File: src/rtl/irq_router_pkg.sv
package irq_router_pkg;

    // local sources per group (timers, mailboxes); fixes the pending-word layout
    localparam int GRP_SRC    = 4;
    // enable register width: normal enables low half, fast enables high half
    localparam int CTL_W      = 2 * GRP_SRC;
    // pending-word bit carrying the shared upstream line
    localparam int UP_BIT     = 2 * GRP_SRC;

    // register offsets
    localparam int OFS_ROUTE  = 'h0C;
    localparam int OFS_TCTL   = 'h40;
    localparam int OFS_MCTL   = 'h50;
    localparam int OFS_ISTAT  = 'h60;
    localparam int OFS_FSTAT  = 'h70;
    localparam int REGION_SZ  = 'h10;

    // routing field positions
    localparam int RT_IRQ_LSB = 0;
    localparam int RT_FIQ_LSB = 2;

endpackage

File: src/rtl/irq_src_steer.sv
module irq_src_steer #(
    parameter int SRC_N = 4
) (
    input  logic [SRC_N-1:0]   req,
    input  logic [2*SRC_N-1:0] ctl,
    output logic [SRC_N-1:0]   to_irq,
    output logic [SRC_N-1:0]   to_fiq
);

    // fast enable takes precedence over normal enable for each source
    for (genvar k = 0; k < SRC_N; k++) begin : g_src
        assign to_fiq[k] = req[k] & ctl[SRC_N + k];
        assign to_irq[k] = req[k] & ctl[k] & ~ctl[SRC_N + k];
    end

endmodule

File: src/rtl/irq_core_lane.sv
module irq_core_lane
    import irq_router_pkg::*;
#(
    parameter int DATA_W = 32
) (
    input  logic [GRP_SRC-1:0] tmr_req,
    input  logic [GRP_SRC-1:0] mb_req,
    input  logic [CTL_W-1:0]   tctl,
    input  logic [CTL_W-1:0]   mctl,
    input  logic               up_irq_hit,
    input  logic               up_fiq_hit,
    output logic [DATA_W-1:0]  irq_word,
    output logic [DATA_W-1:0]  fiq_word,
    output logic               irq_out,
    output logic               fiq_out
);

    logic [GRP_SRC-1:0] tmr_to_irq, tmr_to_fiq;
    logic [GRP_SRC-1:0] mb_to_irq,  mb_to_fiq;

    irq_src_steer #(.SRC_N(GRP_SRC)) u_tmr (
        .req    (tmr_req),
        .ctl    (tctl),
        .to_irq (tmr_to_irq),
        .to_fiq (tmr_to_fiq)
    );

    irq_src_steer #(.SRC_N(GRP_SRC)) u_mb (
        .req    (mb_req),
        .ctl    (mctl),
        .to_irq (mb_to_irq),
        .to_fiq (mb_to_fiq)
    );

    always_comb begin
        irq_word = '0;
        fiq_word = '0;
        irq_word[GRP_SRC-1:0]         = tmr_to_irq;
        fiq_word[GRP_SRC-1:0]         = tmr_to_fiq;
        irq_word[2*GRP_SRC-1:GRP_SRC] = mb_to_irq;
        fiq_word[2*GRP_SRC-1:GRP_SRC] = mb_to_fiq;
        irq_word[UP_BIT]              = up_irq_hit;
        fiq_word[UP_BIT]              = up_fiq_hit;
    end

    assign irq_out = |irq_word;
    assign fiq_out = |fiq_word;

endmodule

File: src/rtl/irq_cfg_regs.sv
module irq_cfg_regs
    import irq_router_pkg::*;
#(
    parameter int NUM_CORES = 4,
    parameter int ADDR_W    = 8,
    parameter int DATA_W    = 32,
    parameter int CORE_W    = 2
) (
    input  logic                             clk,
    input  logic                             rst_n,
    input  logic                             wr_en,
    input  logic [ADDR_W-1:0]                addr,
    input  logic [DATA_W-1:0]                wdata,
    output logic [CORE_W-1:0]                rt_irq,
    output logic [CORE_W-1:0]                rt_fiq,
    output logic [NUM_CORES-1:0][CTL_W-1:0]  tctl,
    output logic [NUM_CORES-1:0][CTL_W-1:0]  mctl
);

    typedef struct packed {
        logic [CORE_W-1:0]               rt_irq;
        logic [CORE_W-1:0]               rt_fiq;
        logic [NUM_CORES-1:0][CTL_W-1:0] tctl;
        logic [NUM_CORES-1:0][CTL_W-1:0] mctl;
    } cfg_t;

    cfg_t cfg_d, cfg_q;

    // upper data bits are dropped by design
    logic unused_wdata_hi;
    assign unused_wdata_hi = ^wdata[DATA_W-1:CTL_W];

    always_comb begin
        cfg_d = cfg_q;
        if (wr_en) begin
            if (addr == ADDR_W'(OFS_ROUTE)) begin
                cfg_d.rt_irq = wdata[RT_IRQ_LSB +: CORE_W];
                cfg_d.rt_fiq = wdata[RT_FIQ_LSB +: CORE_W];
            end
            for (int c = 0; c < NUM_CORES; c++) begin
                if (addr == ADDR_W'(OFS_TCTL + 4 * c)) begin
                    cfg_d.tctl[c] = wdata[CTL_W-1:0];
                end
                if (addr == ADDR_W'(OFS_MCTL + 4 * c)) begin
                    cfg_d.mctl[c] = wdata[CTL_W-1:0];
                end
            end
        end
    end

    always_ff @(posedge clk or negedge rst_n) begin
        if (!rst_n) begin
            cfg_q <= '0;
        end else begin
            cfg_q <= cfg_d;
        end
    end

    assign rt_irq = cfg_q.rt_irq;
    assign rt_fiq = cfg_q.rt_fiq;
    assign tctl   = cfg_q.tctl;
    assign mctl   = cfg_q.mctl;

endmodule

File: src/rtl/irq_read_mux.sv
module irq_read_mux
    import irq_router_pkg::*;
#(
    parameter int NUM_CORES = 4,
    parameter int ADDR_W    = 8,
    parameter int DATA_W    = 32,
    parameter int CORE_W    = 2
) (
    input  logic [ADDR_W-1:0]                addr,
    input  logic [CORE_W-1:0]                rt_irq,
    input  logic [CORE_W-1:0]                rt_fiq,
    input  logic [NUM_CORES-1:0][CTL_W-1:0]  tctl,
    input  logic [NUM_CORES-1:0][CTL_W-1:0]  mctl,
    input  logic [NUM_CORES-1:0][DATA_W-1:0] irq_word,
    input  logic [NUM_CORES-1:0][DATA_W-1:0] fiq_word,
    output logic [DATA_W-1:0]                rdata
);

    always_comb begin
        rdata = '0;
        if (addr == ADDR_W'(OFS_ROUTE)) begin
            rdata[RT_IRQ_LSB +: CORE_W] = rt_irq;
            rdata[RT_FIQ_LSB +: CORE_W] = rt_fiq;
        end
        for (int c = 0; c < NUM_CORES; c++) begin
            if (addr == ADDR_W'(OFS_TCTL + 4 * c)) begin
                rdata = DATA_W'(tctl[c]);
            end
            if (addr == ADDR_W'(OFS_MCTL + 4 * c)) begin
                rdata = DATA_W'(mctl[c]);
            end
            if (addr == ADDR_W'(OFS_ISTAT + 4 * c)) begin
                rdata = irq_word[c];
            end
            if (addr == ADDR_W'(OFS_FSTAT + 4 * c)) begin
                rdata = fiq_word[c];
            end
        end
    end

endmodule

File: src/rtl/core_irq_router.sv
module core_irq_router
    import irq_router_pkg::*;
#(
    parameter int NUM_CORES = 4,   // 2..4: routing fields are two bits wide
    parameter int ADDR_W    = 8,
    parameter int DATA_W    = 32
) (
    input  logic                           clk,
    input  logic                           rst_n,
    input  logic [NUM_CORES*GRP_SRC-1:0]   timer_req,
    input  logic [NUM_CORES*GRP_SRC-1:0]   mbox_pend,
    input  logic                           up_irq,
    input  logic                           up_fiq,
    input  logic                           acc_we,
    input  logic [ADDR_W-1:0]              acc_addr,
    input  logic [DATA_W-1:0]              acc_wdata,
    output logic [DATA_W-1:0]              acc_rdata,
    output logic [NUM_CORES-1:0]           core_irq,
    output logic [NUM_CORES-1:0]           core_fiq
);

    localparam int CORE_W = $clog2(NUM_CORES);

    logic [CORE_W-1:0]                rt_irq, rt_fiq;
    logic [NUM_CORES-1:0][CTL_W-1:0]  tctl, mctl;
    logic [NUM_CORES-1:0][DATA_W-1:0] irq_word, fiq_word;

    irq_cfg_regs #(
        .NUM_CORES (NUM_CORES),
        .ADDR_W    (ADDR_W),
        .DATA_W    (DATA_W),
        .CORE_W    (CORE_W)
    ) u_cfg (
        .clk    (clk),
        .rst_n  (rst_n),
        .wr_en  (acc_we),
        .addr   (acc_addr),
        .wdata  (acc_wdata),
        .rt_irq (rt_irq),
        .rt_fiq (rt_fiq),
        .tctl   (tctl),
        .mctl   (mctl)
    );

    for (genvar c = 0; c < NUM_CORES; c++) begin : g_core
        logic up_irq_hit, up_fiq_hit;
        assign up_irq_hit = up_irq & (rt_irq == CORE_W'(c));
        assign up_fiq_hit = up_fiq & (rt_fiq == CORE_W'(c));

        irq_core_lane #(.DATA_W(DATA_W)) u_lane (
            .tmr_req    (timer_req[c*GRP_SRC +: GRP_SRC]),
            .mb_req     (mbox_pend[c*GRP_SRC +: GRP_SRC]),
            .tctl       (tctl[c]),
            .mctl       (mctl[c]),
            .up_irq_hit (up_irq_hit),
            .up_fiq_hit (up_fiq_hit),
            .irq_word   (irq_word[c]),
            .fiq_word   (fiq_word[c]),
            .irq_out    (core_irq[c]),
            .fiq_out    (core_fiq[c])
        );
    end

    irq_read_mux #(
        .NUM_CORES (NUM_CORES),
        .ADDR_W    (ADDR_W),
        .DATA_W    (DATA_W),
        .CORE_W    (CORE_W)
    ) u_rd (
        .addr     (acc_addr),
        .rt_irq   (rt_irq),
        .rt_fiq   (rt_fiq),
        .tctl     (tctl),
        .mctl     (mctl),
        .irq_word (irq_word),
        .fiq_word (fiq_word),
        .rdata    (acc_rdata)
    );

endmodule

File: config.mk
export PLATFORM = sky130hd
export DESIGN_NAME = core_irq_router
export DESIGN_NICKNAME = d
export VERILOG_FILES = /design/src/rtl/irq_router_pkg.sv /design/src/rtl/irq_src_steer.sv /design/src/rtl/irq_core_lane.sv /design/src/rtl/irq_cfg_regs.sv /design/src/rtl/irq_read_mux.sv /design/src/rtl/core_irq_router.sv
export SDC_FILE = /design/constraint.sdc
export NUM_CORES = 1
export LEC_CHECK = 0
export ABC_CLOCK_PERIOD_IN_PS = 6200
export BUFFER_PORTS_ARGS = -buffer_cell sky130_fd_sc_hd__buf_2
export CAP_MARGIN = 20
export CORE_MARGIN = 2
export CORE_UTILIZATION = 59
export CTS_CLUSTER_SIZE = 24
export DETAILED_ROUTE_END_ITERATION = 8
export GPL_TIMING_DRIVEN = 1
export HOLD_SLACK_MARGIN = 0.02
export PLACE_DENSITY = 0.86
export SLEW_MARGIN = 10
export SYNTH_ARGS = -nofsm -noshare
export SYNTH_HDL_FRONTEND = slang
export SYNTH_SLANG_ARGS = --single-unit
File: constraint.sdc
create_clock -name clk -period 6.2 [get_ports clk]
set_clock_uncertainty 0.2 [all_clocks]
set_input_delay 0.62 -clock clk [delete_from_list [all_inputs] [get_ports clk]]
set_output_delay 0.62 -clock clk [all_outputs]
set_load 0.02 [all_outputs]
==> results of run 1 <==
state kept, by name, summed over array words and instances, names as in the netlist:
signal        flops
u_cfg.rt_irq      2
u_cfg.tctl       32
u_cfg.rt_fiq      2
u_cfg.mctl       32
final timing paths:
| kind | from | endpoint | slack [ns] | cells after the start |
|---|---|---|---|---|
| max in group asynchronous | rst_n | u_cfg.rt_irq[1] | 4.96 | 2 |
| min | rst_n | u_cfg.mctl[11] | 0.26 | 2 |
| max | acc_addr[5] | acc_rdata[4] | 1.85 | 8 |
| min in group clk | u_cfg.mctl[8] | u_cfg.mctl[8] | 0.34 | 1 |
| max reg2reg | u_cfg.rt_fiq[0] | u_cfg.rt_fiq[0] | 5.06 | 1 |
| min reg2reg | u_cfg.mctl[8] | u_cfg.mctl[8] | 0.34 | 1 |
kinds of logic (layout without fill, tap and decap cells):
group / after synthesis / after routing / synth area share [%]
AO/OA/AOI/OAI: 145 / 145 / 19.41
XOR/XNOR: 2 / 2 / 0.3503
buffers and inverters: 68 / 97 / 7.781
flip-flops: 68 / 68 / 34.03
multiplexers: 71 / 71 / 15.91
other: 1 / 23 / 0.07498
AND/OR/NAND/NOR: 209 / 209 / 22.44
through the flow:
step | setup WS, ns | util (%)
2_1_floorplan | 2.700 | -
3_3_place_gp | 2.010 | 63.83
3_5_place_dp | 2.030 | 63.83
4_1_cts | 2.029 | 65.83
5_1_grt | 1.770 | 65.83
6_report | 1.846 | 65.83
placed cells by master, fill, tap and decap left out, types with 7 or more instances in the layout:
cell	netlist	final
o21ai_0	42	42
nand4_1	8	8
conb_1	1	23
clkbuf_8	0	11
nand2b_1	7	7
nand3_1	18	18
o22ai_1	13	13
inv_1	12	12
dfrtp_1	68	68
nand3b_1	18	18
nor2_1	42	42
a21oi_1	22	22
buf_2	8	69
nand2_1	68	68
mux2_2	68	68
a22oi_1	11	11
where the power goes:
part           switching, mW  total (mW)  internal (mW)
Clock                  0.169       0.329          0.160
Combinational          0.129       0.196         0.0662
Sequential            0.0244       0.489          0.465
Total                  0.323        1.01          0.690
per-layer routing:
layer / up-vias / part of all wire [%] / routed length [um] / track usage, %
met4: 0 / 4.0 / 685 / 16.43
met1: 2425 / 39 / 6573 / 52.31
li1: 2153 / - / - / -
met5: - / 0 / 0 / 0
met2: 382 / 45 / 7693 / 59.32
met3: 65 / 12 / 2110 / 10.02
final cells by class:
type                            count  share of cell area, %
Timing Repair Buffer               72                  6.801
Tap cell                          105                  2.429
Multi-Input combinational cell    450                  55.45
Sequential cell                    68                  31.46
Clock inverter                      2                 0.2313
Clock buffer                       11                  2.799
Inverter                           12                 0.8328
==> results.toml, run 1 <==
[status]
status = "completed"

[clock_tree]
holdBufCountCts = 0
cts_setup_buffers = 0
htreeDepth = 3
path_clk_slew_ns = 0.07
cts_inserted_buffers = 9
clk_latency_ns = 0.35
cts_resized = 0
root_buffer = "clkbuf_8"
tritoncts = "done"
cts.sinks = 68
clk_path_buf_depth = 2

[critical_path]
path_buf_inv = 2
critPathTopFamily = "simple AND/OR/NAND/NOR gates"
cp_data_arrival_time_ns = 3.53
worst_ep_required_time_ns = 5.38
crit_path_end_kind = "primary output"
worstSetupPathType = "input pin to primary output"
start_kind = "input pin"
critPathSlowestCell = "nand4b_1"
max_stage_delay_ns = 0.68
path_cells = "buf_2, nand4b_1, nor2_1, a32o_1, a221oi_1, o21ai_0, a32o_1, buf_2"
crit_fanout = 46

[sta]
setup_viol = 0
rsz0062_at_grt = "no"
worst_pin_slew_ns = 0.8858
fin_crit_sh_pct = 70.22
fin_hold_ws_ns = 0.2586
setup_tns_ns = 0
relSlewSlack_pct = 40.95
drv_slew = 0
hold_viol = 0
period_minus_slack_ns = 4.354
max_freq_mhz = 229.7

[synthesis]
ys.flop_type = "dfrtp_1"
synth.distinct_cells = 68
netlist_area_sq_um = 5001
synthCells = 564
synth-edff-count = 0
synthTopCellsByArea = "dfrtp_1 (34%), mux2_2 (15%), nand2_1 (5.1%)"
avgSynthCellArea_sq_um = 8.867
async_flop_share_pct = 100.0
synthTopCellsByCount = "dfrtp_1 (68), mux2_2 (68), nand2_1 (68), nor2_1 (42), o21ai_0 (42)"
ys_seq_area_share_pct = 34.03
ys_seq_elements = 68
synth.largest_area_cell = "dfrtp_1"
ys_warn_count = 0
synth_top_cell_area_share_pct = 34.03

[final_layout]
n_antenna_cell = 0
nFillCells = 708
multi_input_area_sq_um = 2999
design_area_sq_um = 5409
fin_cells = 720
nets = 690
layout-drive-gt1-share_pct = 27.15
seq_area_sq_um = 1702
syn_to_final_growth_pct = 8.156

[placement]
place.detailed.hpwl_mm = 12.26
place.gp.congestion = 1.023
place_area_sq_um = 5245
dpl.cell_count = 707
port_buffers = 69

[grt]
grt.overflow.total = 0
track_usage_pct = 38.85
grt_max_degree = 69
grt_pass1_wl_mm = 26.22
grt_antenna_before_repair = 0
grt_pass1_vias = 4685

[route]
vias_per_cell = 6.979
routed_wirelength_mm = 17.06
vias = 5025
ant_nets = 0
drc = 0
drt_iter0_markers = 654
dr.pass1.iters = 7
wl_per_cell_um = 23.70

[power_and_ir_drop]
power.leakage_nw = 2.475
p_total_mw = 1.014
powerDensity_nw_per_um2 = 187.4
ir_drop_mv = 0.1199

[die]
coreArea_sq_um = 8217
rows = 33
die_y_um = 96.07
ios = 117
dieArea_sq_um = 9228
die_w_um = 96.07
initial_utilization_pct = 60.86

[run]
cap_viol_max_count = 0

[worst_hold_path]
hp-class = "input pin to asynchronous set/reset pin"
Note: power is estimated with default switching activity, not from simulation.
==> run 2: changes to the inputs <==
- ABC_CLOCK_PERIOD_IN_PS: 6200 -> 3900
- CORE_UTILIZATION: 59 -> 50
- PLACE_DENSITY: 0.86 -> 0.78
- clock period: 6.2 -> 3.9 ns (I/O delays scaled with it)
==> results.toml, run 2 (synthesized netlist as in run 1, its figures left out) <==
[status]
status = "completed"

[sta]
relSlewSlack_pct = 57.17
setup_viol = 0
period_minus_slack_ns = 3.291
max_freq_mhz = 303.9
setup_tns_ns = 0
rsz0062_at_grt = "no"
drv_slew = 0
fin_crit_sh_pct = 84.38
worst_pin_slew_ns = 0.6344
hold_viol = 0

[power_and_ir_drop]
powerDensity_nw_per_um2 = 304.9
p_total_mw = 1.711
power.leakage_nw = 2.577
ir_drop_mv = 0.1949

[worst_hold_path]
holdPathStages = 2
hp-class = "input pin to flip-flop"

[route]
drc = 0
dr.pass1.iters = 5
vias_per_cell = 6.621
drt_iter0_markers = 565
vias = 5065
routed_wirelength_mm = 17.69
ant_nets = 0
wl_per_cell_um = 23.12

[placement]
place.gp.congestion = 1.022
port_buffers = 69
dpl.cell_count = 748
place.detailed.hpwl_mm = 12.87

[final_layout]
fin_cells = 765
final_cell_mix = "buf_2 (69), nand2_1 (68), mux2_2 (68), dfrtp_1 (68)"
multi_input_area_sq_um = 2999
final_util_pct = 57.70
layout-drive-gt1-share_pct = 28.96
nFillCells = 907
n_antenna_cell = 0
nets = 705
syn_to_final_growth_pct = 12.26
mostFrequentLayoutCell = "buf_2"
seq_area_sq_um = 1702

[die]
die_w_um = 104.0
die_y_um = 104.0
initial_utilization_pct = 51.40
coreArea_sq_um = 9729
rows = 36
ios = 117
dieArea_sq_um = 10820

[grt]
grt_antenna_before_repair = 0
grt_max_degree = 46
grt_pass1_wl_mm = 26.96
grt_pass1_vias = 4762
grt.overflow.total = 0
track_usage_pct = 32.57

[clock_tree]
cts_inserted_buffers = 9
cts.sinks = 68
cts_resized = 0
root_buffer = "clkbuf_8"
path_clk_slew_ns = 0.07
htreeDepth = 3
clk_path_buf_depth = 2
clk_latency_ns = 0.36
tritoncts = "done"

[run]
cap_viol_max_count = 0

[critical_path]
max_stage_delay_ns = 0.34
worstSetupPathType = "input pin to primary output"
start_kind = "input pin"
crit_fanout = 23
rr_worst_depth = 1
cp_data_arrival_time_ns = 2.70
critPathSlowestCell = "buf_4"
worst_ep_required_time_ns = 3.31
path_cells = "buf_2, buf_4, nand2b_1, nor3_1, o21ai_0, a211oi_1, o21ai_0, a31oi_1, o22ai_1, buf_2"
crit_path_end_kind = "primary output"
-- run 2: cell types whose count changed in the layout (fill, tap and decap cells not counted), sizes merged --
cell / before / now
clkbuf: 11 / 15
buf: 72 / 86
dlygate4sd3: 0 / 1
clkinv: 1 / 0
clkinvlp: 1 / 0
-- run 2: layout make-up --
class / count / area share (%)
Inverter: 12 / 0.8023
Multi-Input combinational cell: 450 / 53.42
Tap cell: 133 / 2.964
Timing Repair Buffer: 87 / 8.825
Clock buffer: 15 / 3.677
Sequential cell: 68 / 30.31
-- run 2: final timing paths --
kind,start,endpoint,slack (ns)
worst min-delay path,acc_wdata[7],u_cfg.mctl[7],0.25
max in group asynchronous,rst_n,u_cfg.tctl[16],2.34
worst max-delay path,acc_addr[4],acc_rdata[0],0.61
worst min register to register,u_cfg.mctl[24],u_cfg.mctl[24],0.34
worst max register to register,u_cfg.rt_fiq[0],u_cfg.rt_fiq[0],2.78
min in group asynchronous,rst_n,u_cfg.tctl[7],0.27
-- run 2: layer usage --
| layer | vias up | wire length (um) | global-route usage (%) |
|---|---|---|---|
| li1 | 2192 | - | - |
| met1 | 2431 | 7118 | 43.61 |
| met2 | 372 | 7733 | 48.59 |
| met3 | 70 | 2051 | 9.148 |
| met4 | 0 | 783 | 15.73 |
| met5 | - | 0 | 0 |
-- run 2: power by group --
| group | switching [mW] | internal (mW) |
|---|---|---|
| Clock | 0.277 | 0.332 |
| Combinational | 0.211 | 0.114 |
| Sequential | 0.0386 | 0.739 |
-- run 2: worst max-delay path: cells and delay by family --
family | cells | cell delay (ns)
and+or+nand+nor | 2 | 0.48
buffers and inverters | 3 | 0.80
AOI/OAI and AO/OA | 5 | 1.01
-- run 2: per-stage QoR --
stage          worst slack (ns)  area, sq um  hold slack, ns
3_5_place_dp             0.7338         5378          0.3185
5_1_grt                  0.4237         5614          0.2553
3_3_place_gp             0.7251         5378          0.3092
4_1_cts                  0.7254         5584         0.05093
2_1_floorplan            0.8598         5084         -0.1056
6_report                 0.6092         5614          0.2541
-- run 2: timing repair --
action	in CTS	in global routing
hold endpoints to repair	0	15
setup buffers	0	0
hold buffers	0	1
==> run 3: changes to the inputs <==
- ABC_AREA: unset -> 1
- ABC_CLOCK_PERIOD_IN_PS: 3900 -> 3230
- CORE_UTILIZATION: 50 -> 54
- PLACE_DENSITY: 0.78 -> 0.81
- clock period: 3.9 -> 3.23 ns (I/O delays scaled with it)
==> results.toml, run 3 <==
[synthesis]
synthCells = 699
ys_seq_area_share_pct = 36.07
ys.flop_type = "dfrtp_1"
synth.largest_area_cell = "dfrtp_1"
synthTopCellsByArea = "dfrtp_1 (36%), nand2_1 (18%), o21ai_0 (8.6%)"
yosys.area_share.adder_pct = 0
synthTopCellsByCount = "nand2_1 (229), o21ai_0 (81), inv_1 (74), dfrtp_1 (68), nor2_1 (47)"
post_synth_xor_area_fraction_pct = 0
synth-edff-count = 0
yosys.area_share.simple_pct = 39.02
netlist_area_sq_um = 4717
synth_top_family_by_area = "simple AND/OR/NAND/NOR gates"
synth_most_common_cell = "nand2_1"
synth-compound-area-share_pct = 12.36
ys_warn_count = 0
async_flop_share_pct = 100.0
avgSynthCellArea_sq_um = 6.748
synth.distinct_cells = 33
ys_seq_elements = 68
synth_top_cell_area_share_pct = 36.07
muxShareOfSynthArea_pct = 0

[grt]
grt.overflow.total = 0
grt_pass1_vias = 4433
grt_antenna_before_repair = 0
track_usage_pct = 31.15
grt_pass1_wl_mm = 23.03
grt_max_degree = 69

[power_and_ir_drop]
ir_drop_mv = 0.3455
p_total_mw = 2.072
powerDensity_nw_per_um2 = 392.0
power.leakage_nw = 2.609

[critical_path]
r2r-end = "u_cfg.mctl[17]"
start_kind = "input pin"
rr_worst_depth = 2
r2r_start = "u_cfg.mctl[17]"
worst_ep_required_time_ns = 2.71
worstSetupPathType = "input pin to primary output"
rrSetupSlack_ns = 2.26
crit_path_end_kind = "primary output"
cp_data_arrival_time_ns = 2.14
crit_path_start = "acc_addr[1]"
crit_fanout = 9
crit_path_end = "acc_rdata[2]"

[placement]
port_buffers = 69
place_area_sq_um = 5041
place.gp.congestion = 0.9883
dp_slack_ns = 0.6434
place.detailed.hpwl_mm = 10.74

[sta]
hold_viol = 0
fin_crit_sh_pct = 82.35
fin_hold_ws_ns = 0.2976
setup_tns_ns = 0
setup_viol = 0
max_freq_mhz = 376.0
period_minus_slack_ns = 2.660
setup_ws_ns = 0.5701
relSlewSlack_pct = 53.64
rsz0062_at_grt = "no"
drv_slew = 0
worst_pin_slew_ns = 0.6928

[route]
drt_iter0_markers = 425
wl_per_cell_um = 16.87
drc = 0
routed_wirelength_mm = 14.80
ant_nets = 0
dr.pass1.iters = 7
vias_per_cell = 5.721
vias = 5017

[clock_tree]
clk_path_buf_depth = 2
cts_inserted_buffers = 9
htreeDepth = 3
clk_latency_ns = 0.35
root_buffer = "clkbuf_8"
path_clk_slew_ns = 0.09
cts.sinks = 68
tritoncts = "done"

[die]
ios = 117
initial_utilization_pct = 54.89
coreArea_sq_um = 8593
die_w_um = 97.46
die_y_um = 97.46
rows = 34
dieArea_sq_um = 9498

[final_layout]
design_area_sq_um = 5286
nets = 841
layout-drive-gt1-share_pct = 15.86
n_antenna_cell = 0
mostFrequentLayoutCell = "nand2_1"
final_cell_mix = "nand2_1 (229), o21ai_0 (81), inv_1 (74)"
nFillCells = 831
syn_to_final_growth_pct = 12.07

[run]
cap_viol_max_count = 0

[worst_hold_path]
hp-class = "input pin to flip-flop"
hold_start = "acc_wdata[5]"

[status]
status = "completed"
-- run 3: cells by family (layout without fill, tap and decap cells) --
| kind of cell | count (synthesis) | after routing |
|---|---|---|
| compound gates | 108 | 108 |
| buf+inv | 125 | 173 |
| simple gates | 397 | 397 |
| other cells | 1 | 23 |
| flops | 68 | 68 |
-- run 3: per-stage QoR --
step / instances / util (%)
after detailed placement: 860 / 58.66
after floorplan: 721 / -
after global placement: 860 / 58.66
final: 877 / 61.52
after CTS: 877 / 61.52
after global routing: 877 / 61.52
-- run 3: what timing repair did --
| item | 4_1_cts | 5_1_grt |
|---|---|---|
| setup endpoints to repair | 0 | 0 |
| hold endpoints to repair | 68 | 0 |
| buffers inserted | 0 | 0 |
| hold buffers | 1 | 0 |
| gates resized for setup | 0 | 0 |
-- run 3: worst min-delay path by stage --
stage	slack (ns)	depth (start not counted)	endpoint
after floorplan	-0.17	0	u_cfg.mctl[0]
after global placement	0.16	2	u_cfg.tctl[14]
after global routing	0.31	3	u_cfg.tctl[26]
after detailed placement	0.18	2	u_cfg.tctl[14]
final	0.30	3	u_cfg.mctl[29]
after CTS	0.28	3	u_cfg.mctl[29]
-- run 3: power breakdown --
group | switching, mW | total, mW | internal [mW]
registers | 0.0458 | 0.937 | 0.891
clock network | 0.361 | 0.840 | 0.478
logic | 0.209 | 0.296 | 0.0872
-- run 3: routing by layer --
layer / global-route usage (%) / vias to the layer above / part of all wire, % / routed length [um]
met3: 5.180 / 42 / 10 / 1519
met5: 0 / - / 0 / 0
met1: 45.22 / 2291 / 42 / 6240
li1: - / 2357 / - / -
met2: 47.06 / 327 / 45 / 6591
met4: 11.32 / 0 / 3.0 / 447
-- run 3: cell type report --
type | instances | area, sq um | share of cell area [%]
Sequential cell | 68 | 1702 | 32.19
Tap cell | 108 | 135.1 | 2.556
Timing Repair Buffer | 72 | 382.9 | 7.243
Clock inverter | 5 | 83.83 | 1.586
Multi-Input combinational cell | 528 | 2510 | 47.48
Inverter | 85 | 321.6 | 6.083
Clock buffer | 11 | 151.4 | 2.864
-- run 3: critical path: stages --
cell	delay, ns
buf_2	0.10
nor2_1	0.23
nand3_1	0.20
nor2_2	0.36
nand2_1	0.09
nand4_1	0.14
nand2_1	0.07
nand3b_1	0.12
nand2_1	0.07
nand4_1	0.11
nand2_1	0.08
nand4_1	0.08
buf_2	0.17
